[config.mk]
export PLATFORM = sky130hd
export DESIGN_NAME = wr_status_rd
export DESIGN_NICKNAME = d
export VERILOG_FILES = /design/src/rtl/wr_status_pkg.sv /design/src/rtl/wr_status_rd_edge.sv /design/src/rtl/wr_status_tgl.sv /design/src/rtl/wr_status_mux.sv /design/src/rtl/wr_status_rd.sv
export SDC_FILE = /design/constraint.sdc
export NUM_CORES = 1
export LEC_CHECK = 0
export BUFFER_PORTS_ARGS = -buffer_cell sky130_fd_sc_hd__buf_2
export CAP_MARGIN = 30
export CORE_MARGIN = 2
export CORE_UTILIZATION = 27
export CTS_BUF_LIST = sky130_fd_sc_hd__clkbuf_16
export CTS_CLUSTER_SIZE = 14
export DETAILED_ROUTE_END_ITERATION = 8
export GPL_ROUTABILITY_DRIVEN = 0
export PLACE_DENSITY = 0.82
export SETUP_SLACK_MARGIN = 0.05
export SLEW_MARGIN = 20
export SYNTH_ARGS = -nofsm -noshare
export SYNTH_HDL_FRONTEND = slang
export SYNTH_SLANG_ARGS = --single-unit
[constraint.sdc]
create_clock -name clk -period 3.7 [get_ports clk]
set_input_delay 1.11 -clock clk [delete_from_list [all_inputs] [get_ports clk]]
set_output_delay 1.11 -clock clk [all_outputs]
set_load 0.05 [all_outputs]
[src/rtl/wr_status_pkg.sv]
package wr_status_pkg;
  function automatic logic [7:0] status_word(input logic [7:0] last_d, input logic tgl);
    status_word = {~last_d[7], tgl, 6'b000000};
  endfunction

  function automatic logic addr_hit(input logic [31:0] a, input logic [31:0] b);
    addr_hit = (a == b);
  endfunction
endpackage

[src/rtl/wr_status_rd_edge.sv]
module wr_status_rd_edge (
  input  logic clk,
  input  logic rst_n,
  input  logic ce_n_i,
  input  logic oe_n_i,
  output logic rd_act_o,
  output logic rd_rise_o
);
  logic rd_q;

  assign rd_act_o  = ~ce_n_i & ~oe_n_i;
  assign rd_rise_o = rd_act_o & ~rd_q;

  always_ff @(posedge clk or negedge rst_n) begin
    if (!rst_n) rd_q <= 1'b0;
    else        rd_q <= rd_act_o;
  end
endmodule

[src/rtl/wr_status_tgl.sv]
module wr_status_tgl (
  input  logic clk,
  input  logic rst_n,
  input  logic adv_i,
  output logic tgl_o
);
  always_ff @(posedge clk or negedge rst_n) begin
    if (!rst_n)     tgl_o <= 1'b0;
    else if (adv_i) tgl_o <= ~tgl_o;
  end
endmodule

[src/rtl/wr_status_mux.sv]
module wr_status_mux #(
  parameter int DW = 8
) (
  input  logic          rd_act_i,
  input  logic          stat_sel_i,
  input  logic [DW-1:0] stat_i,
  input  logic [DW-1:0] arr_i,
  output logic [DW-1:0] bus_q_o,
  output logic          bus_en_o
);
  always_comb begin
    bus_en_o = rd_act_i;
    if (!rd_act_i)      bus_q_o = '0;
    else if (stat_sel_i) bus_q_o = stat_i;
    else                bus_q_o = arr_i;
  end
endmodule

[src/rtl/wr_status_rd.sv]
module wr_status_rd #(
  parameter int AW = 19,
  parameter int DW = 8
) (
  input  logic          clk,
  input  logic          rst_n,
  input  logic          busy_i,
  input  logic          blocked_i,
  input  logic [AW-1:0] last_addr_i,
  input  logic [DW-1:0] last_data_i,
  input  logic [AW-1:0] rd_addr_i,
  input  logic [DW-1:0] arr_data_i,
  input  logic          ce_n_i,
  input  logic          oe_n_i,
  output logic [DW-1:0] bus_q_o,
  output logic          bus_en_o
);
  import wr_status_pkg::*;

  localparam int POLL_BIT = DW - 1;
  localparam int TGL_BIT  = DW - 2;

  logic          rd_act_w;
  logic          rd_rise_w;
  logic          hit_w;
  logic          stat_sel_w;
  logic          tgl_adv_w;
  logic          tgl_w;
  logic [DW-1:0] stat_w;
  logic [7:0]    stat8_w;

  wr_status_rd_edge u_edge (
    .clk(clk), .rst_n(rst_n), .ce_n_i(ce_n_i), .oe_n_i(oe_n_i),
    .rd_act_o(rd_act_w), .rd_rise_o(rd_rise_w)
  );

  assign hit_w      = addr_hit(32'(rd_addr_i), 32'(last_addr_i));
  assign stat_sel_w = busy_i & ~blocked_i & hit_w;
  assign tgl_adv_w  = rd_rise_w & stat_sel_w;

  wr_status_tgl u_tgl (
    .clk(clk), .rst_n(rst_n), .adv_i(tgl_adv_w), .tgl_o(tgl_w)
  );

  assign stat8_w = status_word({last_data_i[POLL_BIT], 7'b0}, tgl_w);

  always_comb begin
    stat_w           = '0;
    stat_w[POLL_BIT] = stat8_w[7];
    stat_w[TGL_BIT]  = stat8_w[6];
  end

  wr_status_mux #(.DW(DW)) u_mux (
    .rd_act_i(rd_act_w), .stat_sel_i(stat_sel_w), .stat_i(stat_w),
    .arr_i(arr_data_i), .bus_q_o(bus_q_o), .bus_en_o(bus_en_o)
  );
endmodule

# [Word-level counts from Yosys, hierarchy flattened]
# Index checks and enable logic that the tools add are counted.
# Widths: inputs -> output; s select.
[word_totals] register_bits=2 input_bits=60 output_inout_bits=9 elab_cells=16
[op_classes] eq_ne=1 n_mux=2 bitwise=11
[op_table] cell="$eq 19x19->1" n=1
[op_table] cell="$mux 8" n=2
[op_table] cell="$not 1->1" n=6
[op_table] cell="$and 1x1->1" n=5

# [Depth between registers and ports, before layout]
# Gate-level depths: netlist of run 1.
[logic_depth] word_depth=5 depth_mapped=5 ltp_nobuf=5

# [Modules after synthesis]
# From an unflattened synthesis of run 1, not the netlist that was laid out.
[unflattened] hier_cells=63 hier_area_um2=493.0
[by_module_without_submodules] module="wr_status_rd" n_inst=1 cells_each=40 area_each_um2=271.5 seq_area_each_um2=0.0
[by_module_without_submodules] module="wr_status_mux" n_inst=1 cells_each=18 area_each_um2=148.9 seq_area_each_um2=0.0
[by_module_without_submodules] module="wr_status_rd_edge" n_inst=1 cells_each=3 area_each_um2=38.8 seq_area_each_um2=25.0
[by_module_without_submodules] module="wr_status_tgl" n_inst=1 cells_each=2 area_each_um2=33.8 seq_area_each_um2=25.0

# [Least setup slack after synthesis of run 1]
# No wires, ideal clock.
[synth_path] path_kind="input to output" from="input port last_addr_i[9]" to="output port bus_q_o[7]" arrival_time_ns=2.979 t_required_ns=2.590 setup_slack_ns=-0.389 stages=5 path_buffers=0 path_cell_list="xnor2_1 nand3b_1 nor4_1 a21oi_1 nor3_1"
[synth_via] elab_chain_cells=4
[synth_lines] element="start: declaration" line="wr_status_rd.sv:9" text="input logic [AW-1:0] last_addr_i,"
[synth_lines] element="$eq 19x19->1" line="wr_status_pkg.sv:7" text="addr_hit = (a == b);"
[synth_lines] element="$and 1x1->1" line="wr_status_rd.sv:38" text="assign stat_sel_w = busy_i & ~blocked_i & hit_w;"
[synth_lines] element="$mux 8" line="wr_status_mux.sv:14" text="else if (stat_sel_i) bus_q_o = stat_i;"
[synth_lines] element="$mux 8" line="wr_status_mux.sv:13" text="if (!rd_act_i) bus_q_o = '0;"
[synth_lines] element="end: declaration" line="wr_status_rd.sv:15" text="output logic [DW-1:0] bus_q_o,"
# Every way passes these cells.

# [Worst setup path in the final report of run 1]
[layout_path] from="input port last_addr_i[1]" to="output port bus_q_o[1]"
# The elaborated chain is that of the path after synthesis.

==> impl_table.tex, run 1 <==
\begin{tabular}{lr}
\hline
Metric & Value \\
\hline
\multicolumn{2}{l}{\textbf{Run status}} \\
\quad Run status & complete, no violations \\
\multicolumn{2}{l}{\textbf{Clocking}} \\
\quad Worst-path clk slew & 0.03 ns \\
\quad Clock Tree Buf Depth & 2 \\
\quad Clock sinks & 2 \\
\quad Post-CTS Hold Fix Bufs & 0 \\
\quad Inserted Clock Buffers & 3 \\
\quad Clock latency reported for the late side of the worst-skew pair & roughly 0.22 ns \\
\quad TritonCTS clock tree & built \\
\quad Setup Buffers After CTS & 0 \\
\quad H-tree depth & 1 \\
\quad Root buffer cell & sky130\_fd\_sc\_hd\_\_clkbuf\_16 \\
\multicolumn{2}{l}{\textbf{Setup path}} \\
\quad Startpoint Class & input pin \\
\quad Type of the worst setup path & in -> out \\
\quad Critical path arrival & roughly 2.5 ns \\
\quad Highest fanout seen on the critical path & 6 \\
\quad CP Capture Type & primary output \\
\quad Crit path required time & between 2 and 3 ns \\
\quad Critical path startpoint & last\_addr\_i[1] \\
\quad Worst flop-to-flop path startpoint & u\_edge.rd\_q \\
\multicolumn{2}{l}{\textbf{GRT}} \\
\quad Wire length of the first global-routing pass & approximately 2200 um \\
\quad Pin count of the biggest net entering global routing & 7 \\
\quad Number of antenna violations at the first check in global routing & 0 \\
\quad Global routing usage summed across all routing layers & $\sim$16\% \\
\quad Number of global-route vias before repair & 560 \\
\quad Remaining Overflow, GRT & 0 \\
\multicolumn{2}{l}{\textbf{Synthesis}} \\
\quad Portion of the post-synthesis area used by sequential elements & 13.2\% \\
\quad Number of storage elements in the synthesis netlist & 2 \\
\quad Leading cell types by total area after synthesis & sky130\_fd\_sc\_hd\_\_xor2\_1 (28\%), sky130\_fd\_sc\_hd\_\_xnor2\_1 (18\%), sky130\_fd\_sc\_hd\_\_dfrtp\_1 (13\%), sky130\_fd\_sc\_hd\_\_and2\_1 (9.9\%), sky130\_fd\_sc\_hd\_\_nor4\_1 (6.6\%) \\
\quad Count of warnings emitted by yosys & 0 \\
\quad Netlist area before placement & between 300 and 400 um2 \\
\quad Average footprint of a synthesized cell & $\sim$7.7 um2 \\
\quad Count of unique library cells instantiated by Yosys & 15 \\
\quad Post-Syn Instances & 49 \\
\quad Fraction of synthesis flops using an asynchronous set or reset pin & 100\% \\
\quad Number of enable flip-flop cells after synthesis & 0 \\
\quad Portion of synthesized cell area occupied by the leading cell type & between 20\% and 30\% \\
\quad Main synth FF type & sky130\_fd\_sc\_hd\_\_dfrtp\_1 \\
\quad Area leader, netlist & sky130\_fd\_sc\_hd\_\_xor2\_1 \\
\quad Synthesized Nets & 109 \\
\multicolumn{2}{l}{\textbf{Finish}} \\
\quad Final non-filler cell total & 129 \\
\quad Share of layout cells above drive strength 1 & between 60\% and 70\% \\
\quad Most used cells in the layout excluding fill and tap cells & sky130\_fd\_sc\_hd\_\_buf\_2 (60), sky130\_fd\_sc\_hd\_\_xor2\_1 (12), sky130\_fd\_sc\_hd\_\_xnor2\_1 (8) \\
\quad Post-route cell area & 828 um2 \\
\quad Leading cell type in the layout, fill and taps excluded & sky130\_fd\_sc\_hd\_\_buf\_2 \\
\quad Area grow syn2layout & 118\% \\
\quad Number of inserted diodes & 0 \\
\quad Net count of the finished layout & around 180 \\
\quad Utilization of the core after routing & between 60\% and 70\% \\
\multicolumn{2}{l}{\textbf{STA}} \\
\quad Number of setup violations in the final report & 0 \\
\quad Final Hold Vio Count & 0 \\
\quad Worst slew slack as a fraction of its limit & 79.0\% \\
\quad Highest clock frequency the design can meet & 0.281 GHz \\
\quad Final Max Slew Viols & 0 \\
\quad Post-layout min period & about 3.6 ns \\
\quad Clock tree skew after final layout & between 0.003 and 0.004 ns \\
\quad Sum of negative setup slack & 0 ns \\
\quad Final worst-path cycle share & between 90\% and 100\% \\
\quad RSZ-0062 raised after global routing & true \\
\quad Measured slew at the worst slew-check pin & about 0.31 ns \\
\multicolumn{2}{l}{\textbf{Pwr}} \\
\quad Internal portion of total power & between 0.15 and 0.2 mW \\
\quad Clock network fraction of total power & approximately 60\% \\
\quad Switch share & approximately a quarter \\
\quad Total Power & 0.264 mW \\
\quad Switching power & $\sim$0.066 mW \\
\quad Share of power burned in combinational logic & between 20\% and 30\% \\
\quad Max rail drop VDD & around 0.00014 V \\
\quad Pwr per Cell Area & approximately 320 nW/um2 \\
\quad Pleak & 0.448 nW \\
\quad Relative contribution of sequential cells to total power & around 8.6\% \\
\multicolumn{2}{l}{\textbf{Placed design}} \\
\quad Cell area after placement & a little over 700 um2 \\
\quad Detailed-placement wirelength estimate & about 1100 um \\
\quad DP Cell Count & around 130 \\
\quad Count of buffers from port buffering & 61 \\
\multicolumn{2}{l}{\textbf{Routing}} \\
\quad Routed length per instance & between 10 and 15 um \\
\quad DR vias/cell & 4.48 \\
\quad Vias & $\sim$580 \\
\quad Number of iterations in the first detailed-routing pass & 4 \\
\quad Routed Wire Length & between 1000 and 1500 um \\
\quad Initial detailed-routing violation count & 2 \\
\quad \# DRC & 0 \\
\quad Count of nets left with antenna violations after detail routing & 0 \\
\multicolumn{2}{l}{\textbf{Die}} \\
\quad Initial core utilization & roughly 29\% \\
\quad Placement Rows & 13 \\
\quad Area of the core & 1300 um2 \\
\quad Die width & roughly 41 um \\
\quad Number of ports placed on the die boundary & 69 \\
\quad Area enclosed by the die boundary & 1720 um2 \\
\quad Die extent in y & 41.5 um \\
\multicolumn{2}{l}{\textbf{Min path}} \\
\quad Path category of the worst min-delay check & reg -> reg \\
\quad Worst hold path startpoint & u\_tgl.tgl\_o \\
\multicolumn{2}{l}{\textbf{Run}} \\
\quad Max\_cap viols & 0 \\
\hline
\end{tabular}
-- area by class of cell --
type	instances	area, um2
repair buffers	62	315
flip-flops and latches	2	50.0
clock buffers	3	75.1
fillers	120	473
well taps	15	18.8
inverters	1	3.75
multi-input cells	46	365
-- critical path: stages --
cell and delay, ns:
sky130_fd_sc_hd__buf_2 0.10, sky130_fd_sc_hd__xor2_1 0.16, sky130_fd_sc_hd__nor4_2 0.33, sky130_fd_sc_hd__and3_4 0.25, sky130_fd_sc_hd__a21oi_1 0.11, sky130_fd_sc_hd__and2_1 0.18, sky130_fd_sc_hd__buf_2 0.20
-- cell families (layout without fill, tap and decap cells) --
family / Yosys count / in the layout / synth area share [%]
DFF: 2 / 2 / 13.2
xor gates and xnor gates: 20 / 20 / 46.2
AOI/OAI and AO/OA: 4 / 4 / 5.28
buffers and inverters: 1 / 66 / 0.989
and+or+nand+nor: 22 / 22 / 34.3
-- state kept, by name, summed over array words and instances, names as in the netlist --
signal       count
u_edge.rd_q      1
u_tgl.tgl_o      1
-- worst paths after layout --
path                       slack, ns  depth (start not counted)           to
max                             0.14                          7   bus_q_o[1]
min                             0.49                          1  u_tgl.tgl_o
max reg2reg                     2.55                          2  u_tgl.tgl_o
min reg2reg                     0.49                          1  u_tgl.tgl_o
max in group asynchronous       2.93                          1  u_tgl.tgl_o
min in group asynchronous       0.67                          1  u_edge.rd_q
-- stage by stage --
stage          hold WS [ns]  worst slack (ns)
2_1_floorplan         0.444            0.0213
3_3_place_gp          0.465            0.0644
3_5_place_dp          0.475            0.0265
4_1_cts               0.485            0.0694
5_1_grt               0.510            0.0159
6_report              0.490             0.137
-- metal layers --
metal	share of wire, %	track usage [%]	vias to the layer above
met5	0	0	-
met4	0	3.87	0
met3	7.5	3.04	0
met2	59	32.2	29
met1	34	16.5	250
li1	-	-	299
-- power by group through the flow --
stage	logic, mW	registers (mW)	clock network (mW)
6_report	0.0780	0.0228	0.163
5_1_grt	0.0857	0.0228	0.166
4_1_cts	0.0759	0.0228	0.165
3_5_place_dp	0.0739	0.0229	0
3_3_place_gp	0.0719	0.0230	0
2_1_floorplan	0.0381	0.0229	0
-- synthesized netlist by cell type (2+ instances only) --
cell type                  n
sky130_fd_sc_hd__nand3_1   2
sky130_fd_sc_hd__and3_1    2
sky130_fd_sc_hd__xor2_1   12
sky130_fd_sc_hd__nor4_1    4
sky130_fd_sc_hd__xnor2_1   8
sky130_fd_sc_hd__nand2_1   3
sky130_fd_sc_hd__and2_1    6
sky130_fd_sc_hd__or4_1     2
sky130_fd_sc_hd__dfrtp_1   2
sky130_fd_sc_hd__a21oi_1   3
-- what timing repair did --
action                                 CTS  global route
resized for setup                        2             6
pin swaps                                0             1
endpoints found under the hold margin    0             0
setup endpoints to repair                7             8
Note: power is estimated with default switching activity, not from simulation.
==> run 2: changes to the inputs <==
--- a/config.mk
+++ b/config.mk
@@ -5,15 +5,16 @@
 export SDC_FILE = /design/constraint.sdc
 export NUM_CORES = 1
 export LEC_CHECK = 0
+export ABC_AREA = 1
 export BUFFER_PORTS_ARGS = -buffer_cell sky130_fd_sc_hd__buf_2
 export CAP_MARGIN = 30
 export CORE_MARGIN = 2
-export CORE_UTILIZATION = 27
+export CORE_UTILIZATION = 39
 export CTS_BUF_LIST = sky130_fd_sc_hd__clkbuf_16
 export CTS_CLUSTER_SIZE = 14
 export DETAILED_ROUTE_END_ITERATION = 8
 export GPL_ROUTABILITY_DRIVEN = 0
-export PLACE_DENSITY = 0.82
+export PLACE_DENSITY = 0.85
 export SETUP_SLACK_MARGIN = 0.05
 export SLEW_MARGIN = 20
 export SYNTH_ARGS = -nofsm -noshare
==> run 2 against run 1 <==
Net effect:
- die area rose by 30%
- clock skew fell by 0.0016 ns
- first-iteration DRC count rose to 9.0 times the previous value
- clock-buffer cell count did not move
- core utilization rose by 2.3 points
- total power rose by 8.5%
- via count rose by 85%
==> impl_table.tex, run 2 <==
\begin{tabular}{lr}
\hline
Metric & Value \\
\hline
\multicolumn{2}{l}{\textbf{Routing}} \\
\quad Routed length per instance & $\sim$7.3 um \\
\quad DR vias/cell & roughly 4.1 \\
\quad Amount of wire on met3 after detailed routing & around 120 um \\
\quad Routed Wire Length & between 1500 and 2000 um \\
\quad Initial detailed-routing violation count & 18 \\
\quad Count of nets left with antenna violations after detail routing & 0 \\
\quad \# DRC & 0 \\
\quad Uppermost routed layer & met3 \\
\quad Number of iterations in the first detailed-routing pass & 4 \\
\quad Amount of wire on met2 after detailed routing & $\sim$860 um \\
\quad Vias & 1070 \\
\quad Routed metal-1 wirelength & 899 um \\
\multicolumn{2}{l}{\textbf{Finish}} \\
\quad Leading cell type in the layout, fill and taps excluded & sky130\_fd\_sc\_hd\_\_nand2\_1 \\
\quad Share of layout cells above drive strength 1 & between 30 and 40\% \\
\quad Number of inserted diodes & 0 \\
\quad Most used cells in the layout excluding fill and tap cells & sky130\_fd\_sc\_hd\_\_nand2\_1 (78), sky130\_fd\_sc\_hd\_\_buf\_2 (59), sky130\_fd\_sc\_hd\_\_inv\_1 (38) \\
\quad Filler cell count & approximately 180 \\
\quad Net count of the finished layout & slightly below 300 \\
\quad Area of the multi-input gates & approximately 540 um2 \\
\quad Regs by FF count & u\_edge.rd\_q (1), u\_tgl.tgl\_o (1) \\
\quad FF+latch area & around 50 um2 \\
\quad Area grow syn2layout & 57.3\% \\
\multicolumn{2}{l}{\textbf{Setup path}} \\
\quad Worst flop-to-flop path startpoint & u\_edge.rd\_q \\
\quad Worst setup slack for register-to-register paths & around 2.7 ns \\
\quad Number of cells on the worst reg-to-reg path & 4 \\
\quad Startpoint Class & input pin \\
\quad Highest fanout seen on the critical path & 9 \\
\quad Endpoint of the worst register-to-register path & u\_tgl.tgl\_o \\
\quad Type of the worst setup path & in -> out \\
\quad Crit path required time & $\sim$2.6 ns \\
\quad Critical path arrival & around 2.4 ns \\
\quad CP Capture Type & primary output \\
\multicolumn{2}{l}{\textbf{Clocking}} \\
\quad Worst-path clk slew & about 0.030 ns \\
\quad Clock Tree Buf Depth & 2 \\
\quad Clock latency reported for the late side of the worst-skew pair & around 0.22 ns \\
\quad Root buffer cell & sky130\_fd\_sc\_hd\_\_clkbuf\_16 \\
\quad H-tree depth & 1 \\
\quad TritonCTS clock tree & built \\
\quad Post-CTS Hold Fix Bufs & 0 \\
\quad Clock sinks & 2 \\
\quad Inserted Clock Buffers & 3 \\
\multicolumn{2}{l}{\textbf{Die}} \\
\quad Placement Rows & 15 \\
\quad Die width & 47.3 um \\
\quad Area of the core & 1750 um2 \\
\quad Initial core utilization & 41.9\% \\
\quad Area enclosed by the die boundary & 2240 um2 \\
\quad Number of ports placed on the die boundary & 69 \\
\quad Die extent in y & around 47 um \\
\multicolumn{2}{l}{\textbf{Pwr}} \\
\quad Max rail drop VDD & around 0.00035 V \\
\quad Pleak & 0.845 nW \\
\quad Switch share & 29.2\% \\
\quad Total Power & 0.286 mW \\
\quad Switching power & between 0.08 and 0.09 mW \\
\quad Internal portion of total power & approximately 0.20 mW \\
\quad Relative contribution of sequential cells to total power & 8.0\% \\
\quad Share of power burned in combinational logic & 36.2\% \\
\quad Clock network fraction of total power & between 50\% and 60\% \\
\quad Pwr per Cell Area & approximately 250 nW/um2 \\
\multicolumn{2}{l}{\textbf{STA}} \\
\quad Final Hold Vio Count & 0 \\
\quad Clock tree skew after final layout & between 0.002 and 0.0025 ns \\
\quad Final worst-path cycle share & 94.3\% \\
\quad Measured slew at the worst slew-check pin & $\sim$0.35 ns \\
\quad Highest clock frequency the design can meet & approximately 0.29 GHz \\
\quad Sum of negative setup slack & 0 ns \\
\quad Final Max Slew Viols & 0 \\
\quad Worst slew slack as a fraction of its limit & $\sim$77\% \\
\quad Post-layout min period & between 3 and 4 ns \\
\quad Worst Hold Slack & 0.482 ns \\
\quad RSZ-0062 raised after global routing & false \\
\quad Number of setup violations in the final report & 0 \\
\multicolumn{2}{l}{\textbf{GRT}} \\
\quad Number of global-route vias before repair & between 800 and 900 \\
\quad Pin count of the biggest net entering global routing & 11 \\
\quad Number of antenna violations at the first check in global routing & 0 \\
\quad Wire length of the first global-routing pass & $\sim$2900 um \\
\quad Global routing usage summed across all routing layers & around 17\% \\
\quad Remaining Overflow, GRT & 0 \\
\multicolumn{2}{l}{\textbf{Placed design}} \\
\quad Count of buffers from port buffering & 61 \\
\quad Detailed-placement wirelength estimate & roughly 1700 um \\
\multicolumn{2}{l}{\textbf{Min path}} \\
\quad Worst hold path startpoint & u\_tgl.tgl\_o \\
\quad Path category of the worst min-delay check & reg -> reg \\
\quad WHS Endpoint & u\_tgl.tgl\_o \\
\quad Cell depth of the worst hold path & 2 \\
\multicolumn{2}{l}{\textbf{Synthesis}} \\
\quad Portion of the post-synthesis area used by sequential elements & around 7\% \\
\quad Main synth FF type & sky130\_fd\_sc\_hd\_\_dfrtp\_1 \\
\quad Top-count cell post-synth & sky130\_fd\_sc\_hd\_\_nand2\_1 \\
\quad Average footprint of a synthesized cell & 4.33 um2 \\
\quad Fraction of synthesis flops using an asynchronous set or reset pin & 100\% \\
\quad Netlist area before placement & between 700 and 800 um2 \\
\quad Post-synth top cells & sky130\_fd\_sc\_hd\_\_nand2\_1 (78), sky130\_fd\_sc\_hd\_\_inv\_1 (38), sky130\_fd\_sc\_hd\_\_nor2\_1 (32), sky130\_fd\_sc\_hd\_\_nand4\_1 (5) \\
\quad Number of enable flip-flop cells after synthesis & 0 \\
\quad Leading cell types by total area after synthesis & sky130\_fd\_sc\_hd\_\_nand2\_1 (40\%), sky130\_fd\_sc\_hd\_\_inv\_1 (19\%), sky130\_fd\_sc\_hd\_\_nor2\_1 (16\%), sky130\_fd\_sc\_hd\_\_dfrtp\_1 (6.8\%), sky130\_fd\_sc\_hd\_\_nand4\_1 (4.3\%) \\
\quad Count of warnings emitted by yosys & 0 \\
\quad Number of storage elements in the synthesis netlist & 2 \\
\quad Count of unique library cells instantiated by Yosys & 13 \\
\quad Synthesized Nets & between 200 and 250 \\
\quad Portion of synthesized cell area occupied by the leading cell type & 40.0\% \\
\quad Area leader, netlist & sky130\_fd\_sc\_hd\_\_nand2\_1 \\
\quad Post-Syn Instances & 169 \\
\multicolumn{2}{l}{\textbf{Run}} \\
\quad Max\_cap viols & 0 \\
\multicolumn{2}{l}{\textbf{Run status}} \\
\quad Run status & complete, no violations \\
\hline
\end{tabular}
run 2: area by class of cell:
cell class	instances	share of cell area, %
inverter	39	12.7
multi-input combinational	128	46.7
clock buffer	3	6.52
timing repair buffer	61	27.0
tap	25	2.72
sequential	2	4.35
run 2: routing by layer:
metal  GRT usage, %  vias up
met5              0        -
met4           1.67        0
met3           1.54        0
met2           29.2       31
met1           24.3      422
li1               -      617
run 2: kinds of logic after synthesis:
group                  after synthesis  synth area share, %
flip-flops                           2                 6.84
AND/OR/NAND/NOR                    126                 71.3
AO/OA/AOI/OAI                        1                0.683
XOR/XNOR                             1                 1.20
buffers and inverters               39                 20.0
run 2: power groups by stage:
| stage | sequential, mW | clock, mW | combinational (mW) |
|---|---|---|---|
| 2_1_floorplan | 0.0229 | 0 | 0.0610 |
| 3_3_place_gp | 0.0229 | 0 | 0.102 |
| 3_5_place_dp | 0.0230 | 0 | 0.103 |
| 4_1_cts | 0.0228 | 0.162 | 0.104 |
| 5_1_grt | 0.0228 | 0.163 | 0.118 |
| 6_report | 0.0228 | 0.160 | 0.104 |
run 2: what timing repair did:
action	4_1_cts	5_1_grt
hold endpoints to repair	0	0
endpoints found under the setup margin	0	2
gates resized for setup	0	2
buffers inserted	0	0
run 2: critical path, stage by stage:
cell and delay, ns:
sky130_fd_sc_hd__buf_2 0.10, sky130_fd_sc_hd__xnor2_1 0.21, sky130_fd_sc_hd__nand3_1 0.10, sky130_fd_sc_hd__nor2_1 0.20
sky130_fd_sc_hd__nand2_2 0.12, sky130_fd_sc_hd__nor2_8 0.15, sky130_fd_sc_hd__nor2_1 0.06, sky130_fd_sc_hd__nor2_1 0.09
sky130_fd_sc_hd__clkbuf_4 0.23
run 2: per-stage QoR:
step | instances | instance area [um2] | setup slack (ns) | utilization (%)
finish | 258 | 1150 | 0.212 | 65.9
global route | 258 | 1150 | 0.0532 | 65.9
CTS | 258 | 1150 | 0.166 | 65.7
detailed placement | 255 | 1070 | 0.171 | 61.4
global placement | 255 | 1070 | 0.213 | 61.4
floorplan | 169 | 734 | 0.110 | -
run 2: how the worst max path moves through the flow:
stage	from	to	slack [ns]	cells after the start
floorplan	last_addr_i[10]	bus_q_o[6]	0.11	7
global placement	last_addr_i[10]	bus_q_o[7]	0.21	9
detailed placement	last_addr_i[10]	bus_q_o[7]	0.17	9
CTS	last_addr_i[10]	bus_q_o[7]	0.17	9
global route	last_addr_i[10]	bus_q_o[6]	0.05	9
finish	last_addr_i[10]	bus_q_o[7]	0.21	9
